`src/rtl/sd_data_window_pkg.sv`:
```
package sd_data_window_pkg;
  // Control word bit positions (software-visible, fixed).
  localparam int BIT_WRITE  = 4;
  localparam int BIT_DMA    = 5;
  localparam int BIT_ENABLE = 6;
  localparam int BIT_THRESH = 7;
  localparam int BIT_FLUSH  = 8;
  localparam int CTRL_W     = 9;

  // Strobes from the control side to the datapath.
  typedef struct packed {
    logic flush;
    logic writeDir;
    logic txEnable;
    logic rxEnable;
    logic lastByte;
  } dpCtl_t;
endpackage

```
`src/rtl/sd_data_window_ctrl.sv`:
```
module sd_data_window_ctrl
  import sd_data_window_pkg::*;
#(
  parameter int FIFO_WORDS = 4,
  parameter int LEN_W      = 24,
  parameter int TIMER_W    = 16,
  parameter int CNT_W      = $clog2(FIFO_WORDS + 1)
) (
  input  logic               clk,
  input  logic               rst_n,
  input  logic               ctrlWrEn,
  input  logic [CTRL_W-1:0]  ctrlWrData,
  input  logic               lenWrEn,
  input  logic [LEN_W-1:0]   lenWrData,
  input  logic               timerWrEn,
  input  logic [TIMER_W-1:0] timerWrData,
  input  logic               cardTick,
  input  logic               byteMoved,
  input  logic [CNT_W-1:0]   fifoCount,
  output dpCtl_t             dpCtl,
  output logic               underrunFlag,
  output logic               overrunFlag,
  output logic               dmaReq,
  output logic               dataEnd,
  output logic               dataTimeout,
  output logic [15:0]        blockBytes
);
  localparam logic [CNT_W-1:0] FULL_LVL = CNT_W'(FIFO_WORDS);
  localparam logic [CNT_W-1:0] HALF_LVL = CNT_W'(FIFO_WORDS / 2);

  logic [CTRL_W-1:0]  ctrlQ;
  logic [LEN_W-1:0]   lenQ, remaining;
  logic [TIMER_W-1:0] timerQ, tmr;
  logic               armed, endQ, toQ;
  logic               active, bytesLeft;
  logic [CNT_W-1:0]   level, room;

  always_ff @(posedge clk or negedge rst_n) begin
    if (!rst_n) begin
      ctrlQ     <= '0;
      lenQ      <= '0;
      timerQ    <= '0;
      remaining <= '0;
      tmr       <= '0;
      armed     <= 1'b0;
      endQ      <= 1'b0;
      toQ       <= 1'b0;
    end else begin
      if (lenWrEn)   lenQ   <= lenWrData;
      if (timerWrEn) timerQ <= timerWrData;
      if (ctrlWrEn) begin
        ctrlQ <= ctrlWrData;
        armed <= ctrlWrData[BIT_ENABLE];
        endQ  <= 1'b0;
        toQ   <= 1'b0;
        if (ctrlWrData[BIT_ENABLE]) begin
          remaining <= lenQ;
          tmr       <= timerQ;
        end
      end else if (armed) begin
        if (!bytesLeft) begin
          endQ  <= 1'b1;
          armed <= 1'b0;
        end else if (!toQ) begin
          if (byteMoved) begin
            remaining <= remaining - 1'b1;
            tmr       <= timerQ;
          end else if (cardTick) begin
            if (tmr <= TIMER_W'(1)) toQ <= 1'b1;
            else                    tmr <= tmr - 1'b1;
          end
        end
      end
    end
  end

  assign bytesLeft = (remaining != '0);
  assign active    = armed && bytesLeft && !toQ;
  assign level     = ctrlQ[BIT_THRESH] ? HALF_LVL : FULL_LVL;
  assign room      = FULL_LVL - fifoCount;

  always_comb begin
    dpCtl.flush    = ctrlWrEn && ctrlWrData[BIT_FLUSH];
    dpCtl.writeDir = ctrlQ[BIT_WRITE];
    dpCtl.txEnable = active && ctrlQ[BIT_WRITE];
    dpCtl.rxEnable = active && !ctrlQ[BIT_WRITE];
    dpCtl.lastByte = (remaining == LEN_W'(1));
  end

  assign underrunFlag = armed && ctrlQ[BIT_WRITE] && bytesLeft && (room >= level);
  assign overrunFlag  = !ctrlQ[BIT_WRITE] && (fifoCount != '0) &&
                        ((fifoCount >= level) || !bytesLeft);
  assign dmaReq       = ctrlQ[BIT_DMA] && ctrlQ[BIT_ENABLE] && (underrunFlag || overrunFlag);
  assign dataEnd      = endQ;
  assign dataTimeout  = toQ;
  assign blockBytes   = 16'(1) << ctrlQ[3:0];

  assert_end_idle_R8: assert property (@(posedge clk) disable iff (!rst_n)
    endQ |-> !armed);
  assert_timeout_freeze_R9: assert property (@(posedge clk) disable iff (!rst_n)
    (toQ && !ctrlWrEn) |=> $stable(remaining));
  assert_move_in_len_R3: assert property (@(posedge clk) disable iff (!rst_n)
    byteMoved |-> (armed && bytesLeft && !toQ));
endmodule

```
`src/rtl/sd_data_window_dp.sv`:
```
module sd_data_window_dp
  import sd_data_window_pkg::*;
#(
  parameter int FIFO_WORDS = 4,
  parameter int CNT_W      = $clog2(FIFO_WORDS + 1),
  parameter int AW         = $clog2(FIFO_WORDS)
) (
  input  logic             clk,
  input  logic             rst_n,
  input  dpCtl_t           dpCtl,
  input  logic             winWrEn,
  input  logic [31:0]      winWrData,
  input  logic             winRdEn,
  output logic [31:0]      winRdData,
  output logic             cardTxValid,
  output logic [7:0]       cardTxByte,
  input  logic             cardTxReady,
  input  logic             cardRxValid,
  input  logic [7:0]       cardRxByte,
  output logic             cardRxReady,
  output logic             byteMoved,
  output logic [CNT_W-1:0] fifoCount
);
  localparam logic [CNT_W-1:0] FULL_CNT = CNT_W'(FIFO_WORDS);

  logic [31:0]      mem [FIFO_WORDS];
  logic [AW-1:0]    wrPtr, rdPtr;
  logic [CNT_W-1:0] count;
  logic [31:0]      txWord, rxWord, rxWordNext, pushData;
  logic [2:0]       txCnt;
  logic [1:0]       rxCnt;
  logic             notFull, notEmpty;
  logic             winPush, winPop, txLoad, txMove, rxAccept, rxPush, push, pop;

  assign notFull    = (count < FULL_CNT);
  assign notEmpty   = (count != '0);
  assign winPush    = dpCtl.writeDir && winWrEn && notFull;
  assign winPop     = !dpCtl.writeDir && winRdEn && notEmpty;
  assign txLoad     = dpCtl.txEnable && (txCnt == 3'd0) && notEmpty;
  assign cardTxValid = dpCtl.txEnable && (txCnt != 3'd0);
  assign cardTxByte = txWord[7:0];
  assign txMove     = cardTxValid && cardTxReady;
  assign cardRxReady = dpCtl.rxEnable && notFull;
  assign rxAccept   = cardRxReady && cardRxValid;
  assign rxWordNext = rxWord | ({24'd0, cardRxByte} << {rxCnt, 3'b000});
  assign rxPush     = rxAccept && ((rxCnt == 2'd3) || dpCtl.lastByte);
  assign push       = winPush || rxPush;
  assign pop        = winPop || txLoad;
  assign pushData   = winPush ? winWrData : rxWordNext;
  assign byteMoved  = txMove || rxAccept;
  assign fifoCount  = count;
  assign winRdData  = notEmpty ? mem[rdPtr] : 32'd0;

  always_ff @(posedge clk) begin
    if (push && !dpCtl.flush) mem[wrPtr] <= pushData;
  end

  always_ff @(posedge clk or negedge rst_n) begin
    if (!rst_n) begin
      wrPtr  <= '0;
      rdPtr  <= '0;
      count  <= '0;
      txWord <= '0;
      txCnt  <= '0;
      rxWord <= '0;
      rxCnt  <= '0;
    end else if (dpCtl.flush) begin
      wrPtr  <= '0;
      rdPtr  <= '0;
      count  <= '0;
      txCnt  <= '0;
      rxWord <= '0;
      rxCnt  <= '0;
    end else begin
      if (push) wrPtr <= wrPtr + 1'b1;
      if (pop)  rdPtr <= rdPtr + 1'b1;
      count <= count + CNT_W'(push) - CNT_W'(pop);
      if (txLoad) begin
        txWord <= mem[rdPtr];
        txCnt  <= 3'd4;
      end else if (txMove) begin
        txWord <= txWord >> 8;
        txCnt  <= txCnt - 3'd1;
      end
      if (rxPush) begin
        rxWord <= '0;
        rxCnt  <= '0;
      end else if (rxAccept) begin
        rxWord <= rxWordNext;
        rxCnt  <= rxCnt + 2'd1;
      end
    end
  end

  assert_fifo_bound_R5: assert property (@(posedge clk) disable iff (!rst_n)
    count <= FULL_CNT);
  assert_flush_empty_R10: assert property (@(posedge clk) disable iff (!rst_n)
    dpCtl.flush |=> (count == '0 && !cardTxValid));
  assert_one_dir_R5: assert property (@(posedge clk) disable iff (!rst_n)
    $onehot0({cardTxValid, cardRxReady}));
endmodule

```
`src/rtl/sd_data_window.sv`:
```
module sd_data_window
  import sd_data_window_pkg::*;
#(
  parameter int FIFO_WORDS = 4,
  parameter int LEN_W      = 24,
  parameter int TIMER_W    = 16
) (
  input  logic               clk,
  input  logic               rst_n,
  input  logic               ctrlWrEn,
  input  logic [8:0]         ctrlWrData,
  input  logic               lenWrEn,
  input  logic [LEN_W-1:0]   lenWrData,
  input  logic               timerWrEn,
  input  logic [TIMER_W-1:0] timerWrData,
  input  logic               winWrEn,
  input  logic [31:0]        winWrData,
  input  logic               winRdEn,
  output logic [31:0]        winRdData,
  output logic               cardTxValid,
  output logic [7:0]         cardTxByte,
  input  logic               cardTxReady,
  input  logic               cardRxValid,
  input  logic [7:0]         cardRxByte,
  output logic               cardRxReady,
  input  logic               cardTick,
  output logic               underrunFlag,
  output logic               overrunFlag,
  output logic               dataEnd,
  output logic               dataTimeout,
  output logic               dmaReq,
  output logic [15:0]        blockBytes,
  output logic [7:0]         fifoDepthWords
);
  localparam int CNT_W = $clog2(FIFO_WORDS + 1);

  dpCtl_t           dpCtl;
  logic             byteMoved;
  logic [CNT_W-1:0] fifoCount;

  sd_data_window_ctrl #(
    .FIFO_WORDS(FIFO_WORDS), .LEN_W(LEN_W), .TIMER_W(TIMER_W), .CNT_W(CNT_W)
  ) u_ctrl (
    .clk(clk), .rst_n(rst_n),
    .ctrlWrEn(ctrlWrEn), .ctrlWrData(ctrlWrData),
    .lenWrEn(lenWrEn), .lenWrData(lenWrData),
    .timerWrEn(timerWrEn), .timerWrData(timerWrData),
    .cardTick(cardTick), .byteMoved(byteMoved), .fifoCount(fifoCount),
    .dpCtl(dpCtl),
    .underrunFlag(underrunFlag), .overrunFlag(overrunFlag), .dmaReq(dmaReq),
    .dataEnd(dataEnd), .dataTimeout(dataTimeout), .blockBytes(blockBytes)
  );

  sd_data_window_dp #(
    .FIFO_WORDS(FIFO_WORDS), .CNT_W(CNT_W)
  ) u_dp (
    .clk(clk), .rst_n(rst_n), .dpCtl(dpCtl),
    .winWrEn(winWrEn), .winWrData(winWrData),
    .winRdEn(winRdEn), .winRdData(winRdData),
    .cardTxValid(cardTxValid), .cardTxByte(cardTxByte), .cardTxReady(cardTxReady),
    .cardRxValid(cardRxValid), .cardRxByte(cardRxByte), .cardRxReady(cardRxReady),
    .byteMoved(byteMoved), .fifoCount(fifoCount)
  );

  assign fifoDepthWords = 8'(FIFO_WORDS);
endmodule

```
`config.mk`:
```
export PLATFORM = sky130hd
export DESIGN_NAME = sd_data_window
export DESIGN_NICKNAME = d
export VERILOG_FILES = /design/src/rtl/sd_data_window_pkg.sv /design/src/rtl/sd_data_window_ctrl.sv /design/src/rtl/sd_data_window_dp.sv /design/src/rtl/sd_data_window.sv
export SDC_FILE = /design/constraint.sdc
export NUM_CORES = 1
export LEC_CHECK = 0
export CAP_MARGIN = 30
export CORE_AREA = 2 2 173 175
export DETAILED_ROUTE_END_ITERATION = 6
export DIE_AREA = 0 0 175 177
export PLACE_DENSITY = 0.76
export RECOVER_POWER = 100
export SLEW_MARGIN = 20
export SYNTH_ARGS = -nofsm -noshare
export SYNTH_HDL_FRONTEND = slang
export SYNTH_HIERARCHICAL = 1
export SYNTH_SLANG_ARGS = --single-unit
export TNS_END_PERCENT = 30
```
`constraint.sdc`:
```
create_clock -name clk -period 4.3 [get_ports clk]
set_input_delay 1.075 -clock clk [delete_from_list [all_inputs] [get_ports clk]]
set_output_delay 1.075 -clock clk [all_outputs]
set_load 0.05 [all_outputs]
```
==> run_results.csv <==
group,metric,value,unit
route,drc_errors,0,
sta,clock-skew-final,0.0291,ns
critical_path,worstSetupStartpointType,"flop",
run,drv.max_cap_violation_count,2,
sta,worst_slew_margin_rel,-37.8,%
critical_path,path_cells,"inv_1 -> ha_1 -> inv_1 -> ha_1 -> inv_1 -> o21ai_0 -> a21oi_1 -> nor3b_1 -> dlygate4sd2_1",
critical_path,worstSetupStartpoint,"u_dp/fifoCount[1]",
floorplan,initial_util,49.8,%
synth,synth_async_sr_flop_share,56.6,%
clock_network,clk_tree_root_cell,"clkbuf_16",
critical_path,worst-endpoint-required,3.22,ns
clock_network,clock_sink_count,295,
clock_network,htree_num_levels,1,
route,vias,11000,
sta,fin_tns_setup,0,ns
floorplan,floorplan.die_area,31000,um2
route,routed_wirelength,37.5,mm
synth,postSynthRegisterBits,295,
sta,final.hold.worst_slack,0.496,ns
synth,ys_dominant_reg_cell,"dfrtp_1",
synth,synth_top_cell_by_area,"dfrtp_1",
critical_path,critical_path.reg2reg.startpoint,"u_ctrl/remaining[4]",
global_routing,antenna_found_initial,1,
synth,seq_area_frac_synth,55.1,%
route,number_of_iterations_in_the_first_detailed_routing_pass,5,
power,proportion_of_power_drawn_by_combinational_gates,36.9,%
route,post_drt_via_cell_ratio,6.22,
power,power_report.internal_total,0.00640,W
synth,synthesis.area_per_instance,11.8,um2
power,power.static_leakage,6.55,nW
layout,final_cell_count_no_fill,1762,
power,switching_share,37.9,%
sta,rsz0062_at_grt,"no",
synth,yosysTopAreaCellShare,28.7,%
route,residual_antenna_violating_net_count_after_detailed_routing,0,
critical_path,critical-path-top-cell-by-count,"inv_1",
clock_network,clock_path_buffers,3,
sta,layout_worst_path_cycle_share,95.5,%
outcome,result_of_the_run,"finished with violations",
synth,syn-cell-area,14600,um2
worst_hold_path,hp-class,"reg -> reg",
layout,finalCoreUtilization,59.0,%
critical_path,critPathMaxFanout,5,
layout,num-nets-final,1466,
layout,filler_cell_count,2301,
power,clock_power_share,25.6,%
outcome,failed_checks,"capacitance limit, slew limit",
synth,synthTopCellsByArea,"dfrtp_1, edfxtp_1, mux4_2",
synth,synth_enable_flop_cells,128,
floorplan,io_pins,170,
route,drc_marker_count_from_the_first_detailed_route_iteration,1112,
layout,synthToLayoutAreaGrowth,18.4,%
critical_path,cp.arrival,3.03,ns
global_routing,grt_first_pass_wirelength,59.1,mm
critical_path,path_class,"reg -> out",
placed_design,detailed_place.area,16400,um2
worst_hold_path,hp-start,"u_dp/rxWord[29]",
critical_path,critical_path.max_stage_delay,0.59,ns
placed_design,placed_cells,1704,
global_routing,grt_remaining_overflow,0,
placed_design,finalWeightedCongestion,0.847,
placed_design,dpl.hpwl,24.8,mm
sta,setup_viol,0,
power,switching_power,0.00391,W
clock_network,tritoncts,"done",
global_routing,grt_start_max_net_pins,84,
layout,fraction_of_layout_instances_using_a_drive_strength_above_1,12.8,%
power,seq_pwr_share,37.4,%
clock_network,cts.clk_slew.worst_paths,0.06,ns
sta,final_max_slew_viol_count,84,
synth,ys.warnings.count,6,
clock_network,clock_latency_on_the_worst_skew_pair,0.58,ns
clock_network,cts_setup_buffers,0,
critical_path,critical_path.slowest_cell,"dlygate4sd2_1",
power,power-per-cell-area,598,nW/um2
floorplan,die_height,177,um
sta,fmax,243,MHz
floorplan,std_cell_rows,63,
sta,post-route-min-period,4.11,ns
clock_network,cts-buffers-inserted,30,
layout,fin_area,17300,um2
sta,worst_slew_pin_slew,2.07,ns
route,routedWlPerCell,21.3,um
synth,unique_cell_type_count_in_the_yosys_netlist,80,
floorplan,core_region_area,29200,um2
placed_design,portBuffers,161,
global_routing,groute.usage.overall,24.1,%
global_routing,grt_pass1_vias,10600,
critical_path,crit_path_end_kind,"primary output",
power,ir_worst_vdd,0.488,mV
floorplan,die_w,175,um
synth,netlist_instances,1234,
sta,hold_viol,0,
[cell families after synthesis]
logic type | after synthesis | synth area share (%)
simple gates | 337 | 12.5
compound gates | 313 | 15.5
flops | 295 | 55.1
buf+inv | 181 | 5.96
mux | 83 | 8.98
fa+ha+maj | 20 | 1.77
xor+xnor | 3 | 0.180
other cells | 2 | 0.0515
[through the flow]
step,power [W],worst slack [ns]
after floorplan,0.00658,-0.906
after global placement,0.00770,0.417
after detailed placement,0.00780,0.373
after CTS,0.0105,0.00974
after global routing,0.0108,0.0710
final,0.0103,0.193
[state kept, by name (all words and copies together) (netlist names), 8 cells and up]
| name | flops |
|---|---|
| u_ctrl/ctrlQ | 8 |
| u_ctrl/lenQ | 24 |
| u_ctrl/remaining | 24 |
| u_ctrl/timerQ | 16 |
| u_ctrl/tmr | 16 |
| u_dp/mem | 128 |
| u_dp/rxWord | 32 |
| u_dp/txWord | 32 |
[placed cells by master, fill, tap and decap left out, types with 15 or more instances in the layout]
cell type        count
o211ai_1            34
clkbuf_16           30
o221a_1             20
a21oi_1             97
dlygate4sd3_1       61
a32oi_1             16
and2_1              35
edfxtp_1           128
nand3_1             15
clkdlybuf4s50_1     93
mux4_2              29
dfrtp_1            166
a31oi_1             18
nor3_1              42
inv_1               64
nand4_1             16
ha_1                19
mux2_2              49
clkbuf_1            17
nand2_1             19
nor2_1             111
[cell usage after synthesis, types with 20 or more instances]
cell / instances
a21oi_1: 97
and2_1: 40
buf_2: 41
buf_4: 20
clkbuf_1: 42
dfrtp_1: 167
edfxtp_1: 128
inv_1: 64
mux2_2: 49
mux4_2: 29
nor2_1: 112
nor3_1: 42
o211ai_1: 34
o221a_1: 20
[layer usage]
layer	wire length [um]	GRT usage, %	vias to the layer above
met5	0	0	-
met4	1050	7.57	0
met3	3040	3.18	70
met2	17700	38.7	551
met1	15700	34.5	5459
li1	-	-	4877
[critical path: cells and delay by family (launching register included)]
kind / cells / cell delay (ns)
compound gates: 2 / 0.24
fa+ha+maj: 2 / 0.54
buf+inv: 4 / 0.76
flops: 1 / 0.48
simple gates: 1 / 0.44
[final timing paths]
path / to / depth (start not counted) / slack [ns]
min in group asynchronous: u_ctrl/lenQ[4] / 1 / 1.11
max: underrunFlag / 9 / 0.19
max in group asynchronous: u_dp/rxWord[15] / 2 / 0.81
max reg2reg: u_ctrl/tmr[8] / 11 / 0.61
min: u_dp/rxWord[29] / 2 / 0.50
min reg2reg: u_dp/rxWord[29] / 2 / 0.50
[power groups by stage]
stage                     Sequential, W  Clock (W)  Combinational [W]
final                           0.00386    0.00264            0.00381
after global routing            0.00391    0.00280            0.00407
after CTS                       0.00385    0.00268            0.00393
after detailed placement        0.00390          0            0.00390
after global placement          0.00387          0            0.00383
after floorplan                 0.00374          0            0.00284
[repair_timing]
action	4_1_cts	5_1_grt
resized for setup	4	2
setup endpoints to repair	4	1
hold buffers	0	0
[area by class of cell]
type | instances | area (um2) | share of cell area, %
antenna | 1 | 2.50 | 0.0145
clock buffer | 48 | 868 | 5.03
clock inverter | 8 | 143 | 0.827
inverter | 64 | 240 | 1.39
multi-input combinational | 764 | 5680 | 32.9
sequential | 295 | 8020 | 46.5
tap | 390 | 488 | 2.83
timing repair buffer | 192 | 1800 | 10.5
No activity file was read; power rests on OpenSTA's default activity.
